[src/rtl/fpstat_pkg.sv]
// Shared layout of the floating-point status word.
// Assumes a 32-bit word with the field positions below; the datapath
// and software both decode these positions.
package fpstat_pkg;

    localparam int WORD_W    = 32;
    localparam int NUM_IEEE  = 5;   // invalid, overflow, div0, underflow, inexact
    localparam int RM_LSB    = 0;
    localparam int RM_W      = 2;
    localparam int CAUSE_LSB = 2;
    localparam int CE_BIT    = CAUSE_LSB + NUM_IEEE;
    localparam int DN_BIT    = CE_BIT + 1;
    localparam int EN_LSB    = 10;
    localparam int FLAG_LSB  = 26;
    localparam int FS_BIT    = FLAG_LSB + NUM_IEEE;
    localparam int VEC_W     = 8;

    typedef enum logic [RM_W-1:0] {
        RM_NEAREST = 2'd0,
        RM_ZERO    = 2'd1,
        RM_POS_INF = 2'd2,
        RM_NEG_INF = 2'd3
    } rnd_mode_e;

    typedef enum logic [1:0] {
        REL_EQ = 2'd0,
        REL_LT = 2'd1,
        REL_GT = 2'd2,
        REL_UN = 2'd3
    } cmp_rel_e;

    // Build a mask of w ones starting at bit lsb.
    function automatic logic [WORD_W-1:0] field_mask(input int lsb, input int w);
        logic [WORD_W-1:0] m;
        m = '0;
        for (int i = 0; i < w; i++) m[lsb+i] = 1'b1;
        return m;
    endfunction

    localparam logic [WORD_W-1:0] CAUSE_MASK = field_mask(CAUSE_LSB, NUM_IEEE + 1);
    localparam logic [WORD_W-1:0] WR_MASK    = field_mask(RM_LSB, RM_W)
                                             | field_mask(DN_BIT, 1)
                                             | field_mask(EN_LSB, NUM_IEEE)
                                             | field_mask(FLAG_LSB, NUM_IEEE);
    localparam logic [WORD_W-1:0] IMPL_MASK  = WR_MASK | CAUSE_MASK | field_mask(FS_BIT, 1);

endpackage

[src/rtl/fpstat_op_eval.sv]
// Next status word after an operation result, plus the trap decision.
// Purely combinational; assumes cur is the registered status word and
// that enables and flush control are taken from it, not from the new word.
module fpstat_op_eval
    import fpstat_pkg::*;
(
    input  logic [WORD_W-1:0]   cur,
    input  logic [NUM_IEEE-1:0] exc,
    input  logic                denorm,
    output logic [WORD_W-1:0]   nxt,
    output logic                raise
);
    logic [NUM_IEEE-1:0] new_flag;
    logic                ce_cause;

    // Per-condition sticky flag: accumulates only while its trap is masked.
    for (genvar i = 0; i < NUM_IEEE; i++) begin : g_flag
        assign new_flag[i] = cur[FLAG_LSB+i] | (exc[i] & ~cur[EN_LSB+i]);
    end

    assign ce_cause = denorm & ~cur[DN_BIT];

    // Assemble the updated word: fresh causes, merged flags, summary.
    always_comb begin
        nxt                          = cur;
        nxt[CAUSE_LSB +: NUM_IEEE]   = exc;
        nxt[CE_BIT]                  = ce_cause;
        nxt[FLAG_LSB +: NUM_IEEE]    = new_flag;
        nxt[FS_BIT]                  = |new_flag;
    end

    // Trap when any cause meets its enable; the unimplemented cause cannot be masked.
    assign raise = |({ce_cause, exc} & {1'b1, cur[EN_LSB +: NUM_IEEE]});

endmodule

[src/rtl/fpstat_sw_merge.sv]
// Next status word after a software write.
// Combinational; plain fields load directly, causes can only be cleared,
// the summary bit is rebuilt and reserved bits are forced to zero.
module fpstat_sw_merge
    import fpstat_pkg::*;
(
    input  logic [WORD_W-1:0] cur,
    input  logic [WORD_W-1:0] wdata,
    output logic [WORD_W-1:0] nxt
);
    // Merge write data with the held causes and recompute the summary.
    always_comb begin
        nxt         = (wdata & WR_MASK) | (cur & wdata & CAUSE_MASK);
        nxt[FS_BIT] = |nxt[FLAG_LSB +: NUM_IEEE];
    end

endmodule

[src/rtl/fpstat_cmp_flags.sv]
// Registers integer condition outputs from a compare relation code.
// Assumes one relation per cmp_valid strobe; outputs hold between strobes.
module fpstat_cmp_flags
    import fpstat_pkg::*;
(
    input  logic       clk,
    input  logic       rst_n,
    input  logic       cmp_valid,
    input  logic [1:0] cmp_rel,
    output logic       cond_z,
    output logic       cond_s,
    output logic       cond_o
);
    cmp_rel_e rel;
    assign rel = cmp_rel_e'(cmp_rel);

    // Capture the condition triple on each compare strobe.
    always_ff @(posedge clk) begin
        if (!rst_n) begin
            cond_z <= 1'b0;
            cond_s <= 1'b0;
            cond_o <= 1'b0;
        end else if (cmp_valid) begin
            cond_z <= (rel == REL_EQ);
            cond_s <= (rel == REL_LT);
            cond_o <= (rel == REL_UN);
        end
    end


    cmp_onehot_chk: assert property (@(posedge clk) disable iff (!rst_n)
        $onehot0({cond_z, cond_s, cond_o}));


    cmp_hold_chk: assert property (@(posedge clk) disable iff (!rst_n)
        !cmp_valid |=> $stable({cond_z, cond_s, cond_o}));

endmodule

[src/rtl/fpstat_unit.sv]
// Floating-point status flag unit: holds the status word, applies
// operation results and software writes (write wins), issues the
// exception request and drives the rounding mode and compare conditions.
// Assumes at most one operation result per cycle.
module fpstat_unit
    import fpstat_pkg::*;
#(
    parameter int EXC_VECTOR = 21
) (
    input  logic                clk,
    input  logic                rst_n,
    input  logic                op_valid,
    input  logic [4:0]          op_exc,
    input  logic                op_denorm,
    input  logic                sw_we,
    input  logic [31:0]         sw_wdata,
    input  logic                cmp_valid,
    input  logic [1:0]          cmp_rel,
    output logic [31:0]         status,
    output logic [1:0]          rnd_mode,
    output logic                exc_req,
    output logic [7:0]          exc_vector,
    output logic                cond_z,
    output logic                cond_s,
    output logic                cond_o
);
    logic [WORD_W-1:0] status_q;
    logic [WORD_W-1:0] op_next;
    logic [WORD_W-1:0] wr_next;
    logic              op_raise;
    logic              exc_req_q;
    logic              op_take;

    assign op_take = op_valid & ~sw_we;

    fpstat_op_eval u_op_eval (
        .cur    (status_q),
        .exc    (op_exc),
        .denorm (op_denorm),
        .nxt    (op_next),
        .raise  (op_raise)
    );

    fpstat_sw_merge u_sw_merge (
        .cur   (status_q),
        .wdata (sw_wdata),
        .nxt   (wr_next)
    );

    fpstat_cmp_flags u_cmp_flags (
        .clk       (clk),
        .rst_n     (rst_n),
        .cmp_valid (cmp_valid),
        .cmp_rel   (cmp_rel),
        .cond_z    (cond_z),
        .cond_s    (cond_s),
        .cond_o    (cond_o)
    );

    // Status register: software write has priority over an operation result.
    always_ff @(posedge clk) begin
        if (!rst_n)       status_q <= '0;
        else if (sw_we)   status_q <= wr_next;
        else if (op_valid) status_q <= op_next;
    end

    // One-cycle exception request following an accepted trapping update.
    always_ff @(posedge clk) begin
        if (!rst_n) exc_req_q <= 1'b0;
        else        exc_req_q <= op_take & op_raise;
    end

    assign status     = status_q;
    assign rnd_mode   = status_q[RM_LSB +: RM_W];
    assign exc_req    = exc_req_q;
    assign exc_vector = VEC_W'(EXC_VECTOR);


    reserved_zero_chk: assert property (@(posedge clk) disable iff (!rst_n)
        (status_q & ~IMPL_MASK) == '0);


    fs_summary_chk: assert property (@(posedge clk) disable iff (!rst_n)
        status_q[FS_BIT] == |status_q[FLAG_LSB +: NUM_IEEE]);


    flags_sticky_chk: assert property (@(posedge clk) disable iff (!rst_n)
        !sw_we |=> ((status_q[FLAG_LSB +: NUM_IEEE] & $past(status_q[FLAG_LSB +: NUM_IEEE]))
                    == $past(status_q[FLAG_LSB +: NUM_IEEE])));


    write_blocks_req_chk: assert property (@(posedge clk) disable iff (!rst_n)
        sw_we |=> !exc_req_q);


    flush_ce_chk: assert property (@(posedge clk) disable iff (!rst_n)
        (op_take && status_q[DN_BIT]) |=> !status_q[CE_BIT]);


    req_cause_chk: assert property (@(posedge clk) disable iff (!rst_n)
        exc_req_q |-> (status_q[CE_BIT] ||
                       |(status_q[CAUSE_LSB +: NUM_IEEE] & status_q[EN_LSB +: NUM_IEEE])));

endmodule

[config.mk]
export PLATFORM = sky130hd
export DESIGN_NAME = fpstat_unit
export DESIGN_NICKNAME = d
export VERILOG_FILES = /design/src/rtl/fpstat_pkg.sv /design/src/rtl/fpstat_op_eval.sv /design/src/rtl/fpstat_sw_merge.sv /design/src/rtl/fpstat_cmp_flags.sv /design/src/rtl/fpstat_unit.sv
export SDC_FILE = /design/constraint.sdc
export NUM_CORES = 1
export LEC_CHECK = 0
export BUFFER_PORTS_ARGS = -buffer_cell sky130_fd_sc_hd__clkbuf_2
export CORE_MARGIN = 4
export CORE_UTILIZATION = 30
export CTS_BUF_LIST = sky130_fd_sc_hd__clkbuf_16
export DETAILED_ROUTE_END_ITERATION = 6
export GPL_ROUTABILITY_DRIVEN = 0
export PLACE_DENSITY = 0.55
export SETUP_SLACK_MARGIN = 0.3
export SKIP_CTS_REPAIR_TIMING = 1
export SLEW_MARGIN = 20
export SYNTH_ARGS = -nofsm -noshare
export SYNTH_HDL_FRONTEND = slang
export SYNTH_HIERARCHICAL = 1
export SYNTH_SLANG_ARGS = --single-unit
[constraint.sdc]
create_clock -name clk -period 1.65 [get_ports clk]
set_input_delay 0.0825 -clock clk [delete_from_list [all_inputs] [get_ports clk]]
set_output_delay 0.0825 -clock clk [all_outputs]
set_load 0.005 [all_outputs]
==> impl_metrics.tcl <==
set metrics [dict create \
    path_clk_slew_ns 0.06 \
    grt_pass1_wl_mm 7.921 \
    r2r_slack_ns -0.05 \
    maxSlewHeadroom_pct 55.46 \
    ys_warn_count 6 \
    wl_per_cell_um 13.04 \
    postSynthRegisterBits 36 \
    core.rowCount 33 \
    place_area_sq_um 2660 \
    synth.most_common_cell "buf_4" \
    yosys.area.top_type "dfxtp_1" \
    min_period_over_period_pct 102.8 \
    syn_area_per_cell_sq_um 10.36 \
    drt_iter0_markers 28 \
    end_kind "flop" \
    netlist_top_cells_count "buf_4, dfxtp_1, o211a_1, mux2_4, or2b_1" \
    dieHeight_um 100.4 \
    postLayoutCellArea_sq_um 2845 \
    crit_chain "nor2b_1 > a2111oi_4 > or4b_4 > mux2_4 > o211a_1" \
    overflow 0 \
    stdcell_count 384 \
    p_per_area_nw_per_um2 890.5 \
    path_max_fanout 2 \
    grt_antenna_before_repair 0 \
    slew_viol_final 0 \
    grt_max_degree 44 \
    min-delay-start "cmp_rel[0]" \
    setup_viol_count_final 1 \
    ctsHtreeMaxLevel 2 \
    n_antenna_cell 0 \
    rr_startpoint "status[13]" \
    dp.cells 376 \
    async_reset_ff_share_pct 0 \
    grt_pass1_vias 1609 \
    maxCapViolations 0 \
    viasPerCell 4.250 \
    status "finished with violations" \
    fmax_mhz 589.8 \
    finalClockSkew_ns 0.005677 \
    ir_drop_mv 0.4819 \
    finish.net_count 323 \
    core_area_sq_um 8258 \
    ant_nets 0 \
    ys_top_cells_by_area "dfxtp_1, buf_4, mux2_4" \
    synth_edf_count 0 \
    power.leakage_nw 1.635 \
    initial_utilization_pct 31.00 \
    grt.total_usage_pct 9.955 \
    nFillCells 873 \
    synth_area_sq_um 2560 \
    hold_viol_final 0 \
    clock_latency_ns 0.28 \
    io_buffer_count 69 \
    drt_drc_violations_left 0 \
    yosysTopAreaCellShare_pct 28.15 \
    r2r-end "status[31]" \
    syn_inst 247 \
    worst_ep_required_time_ns 1.82 \
    violations "negative setup slack" \
    cts_tree "done" \
    fin_crit_ns 1.695 \
    synth_cell_types 33 \
    cp_slowest_stage_delay_ns 0.48 \
    r2r_cells 5 \
    vias 1632 \
    numCtsBuffers 5 \
    holdCritPathClass "input pin to flop" \
    critPathKind "flop to flop" \
    tightest_slew_ns 0.6681 \
    die_area_sq_um 10080 \
    drive_above_1_share_pct 47.31 \
    rsz0062_at_grt "true" \
    cts_buffer_depth 2 \
    dp_hpwl_mm 3.638 \
    setup_ws_ns -0.04543 \
    arrival_ns 1.87 \
    die_x_um 100.4 \
    wl_mm 5.008 \
    p_total_mw 2.534 \
    min_path_cells 3 \
    clockRootBuffer "clkbuf_16" \
    drt-pass1-iter-count 4 \
    synth_seq_area_share_pct 28.15 \
    synthToLayoutAreaGrowth_pct 11.14 \
    cp-start-kind "flop" \
    ys.flop_type "dfxtp_1" \
    whs_endpoint "u_cmp_flags/cond_o" \
    ioPinCount 91 \
    slowest_stage "or4b_4" \
    cts.sinks 36 \
]
==> cell type report <==
type / instances / area (sq um) / area share (%)
Multi-Input combinational cell: 148 / 1331 / 46.79
Sequential cell: 36 / 724.4 / 25.46
Timing Repair Buffer: 83 / 475.5 / 16.71
Tap cell: 105 / 131.4 / 4.617
Clock buffer: 5 / 125.1 / 4.398
Clock inverter: 3 / 42.54 / 1.495
Inverter: 4 / 15.01 / 0.5277
==> logic make-up after synthesis <==
group	share of synthesized area, %
AO/OA/AOI/OAI	15.40
other	0.4399
multiplexers	18.33
buffers and inverters	22.97
flip-flops	28.15
AND/OR/NAND/NOR	14.71
==> metrics by stage <==
| step | utilization [%] | setup TNS [ns] | setup slack [ns] | hold WS [ns] |
|---|---|---|---|---|
| after CTS | 34.24 | -0.04072 | -0.04072 | 0.07798 |
| after floorplan | - | -0.005755 | -0.005755 | 0.2001 |
| after global placement | 32.21 | -0.01094 | -0.01094 | 0.3670 |
| final | 34.45 | -0.04543 | -0.04543 | 0.07871 |
| after detailed placement | 32.21 | -0.03128 | -0.03128 | 0.3693 |
| after global routing | 34.45 | -0.1142 | -0.1142 | 0.1006 |
==> worst max-delay path, delay by kind of cell (launching register included) <==
family,cells,cell delay [ns]
simple gates,2,0.55
compound gates,2,0.45
flops,1,0.33
mux,1,0.26
==> layout by cell type, fill, tap and decap left out, drive strengths merged <==
cell	count
or2	1
or2b	21
o211a	32
or4b	1
clkinv	1
a21oi	1
bufinv	1
a21o	4
nor3	1
a2111oi	1
buf	14
nor2b	3
nand4b	1
nand3b	2
dfxtp	36
and4b	1
mux2	32
nand2b	11
clkbuf	74
a22oi	2
nand4	1
conb	20
nand2	3
o21a	1
nand3	1
nor3b	1
inv	4
clkinvlp	1
and2	6
nor2	1
==> layer usage <==
| layer | vias to the layer above | global-route usage [%] | routed length, um |
|---|---|---|---|
| met5 | - | 0 | 0 |
| met4 | 0 | 2.487 | 25 |
| met3 | 2 | 3.058 | 332 |
| met2 | 49 | 16.72 | 2382 |
| met1 | 754 | 12.41 | 2268 |
| li1 | 827 | - | - |
==> registers in the layout, indices dropped and copies added (netlist names) <==
register and flops:
status 32, exc_req 1, u_cmp_flags/cond_o 1, u_cmp_flags/cond_s 1, u_cmp_flags/cond_z 1
==> report_power, final <==
group	internal [mW]	total [mW]	switching [mW]
clock network	0.709	1.08	0.366
logic	0.289	0.483	0.193
registers	0.933	0.976	0.0428
==> worst max path at each step <==
| stage | slack [ns] | end | startpoint |
|---|---|---|---|
| after floorplan | -0.006 | status[31] | status[10] |
| after global placement | -0.01 | status[31] | status[10] |
| after detailed placement | -0.03 | status[31] | status[10] |
| after CTS | -0.04 | status[31] | status[10] |
| after global routing | -0.11 | status[31] | status[10] |
| final | -0.05 | status[31] | status[13] |
No activity file was read; power rests on OpenSTA's default activity.
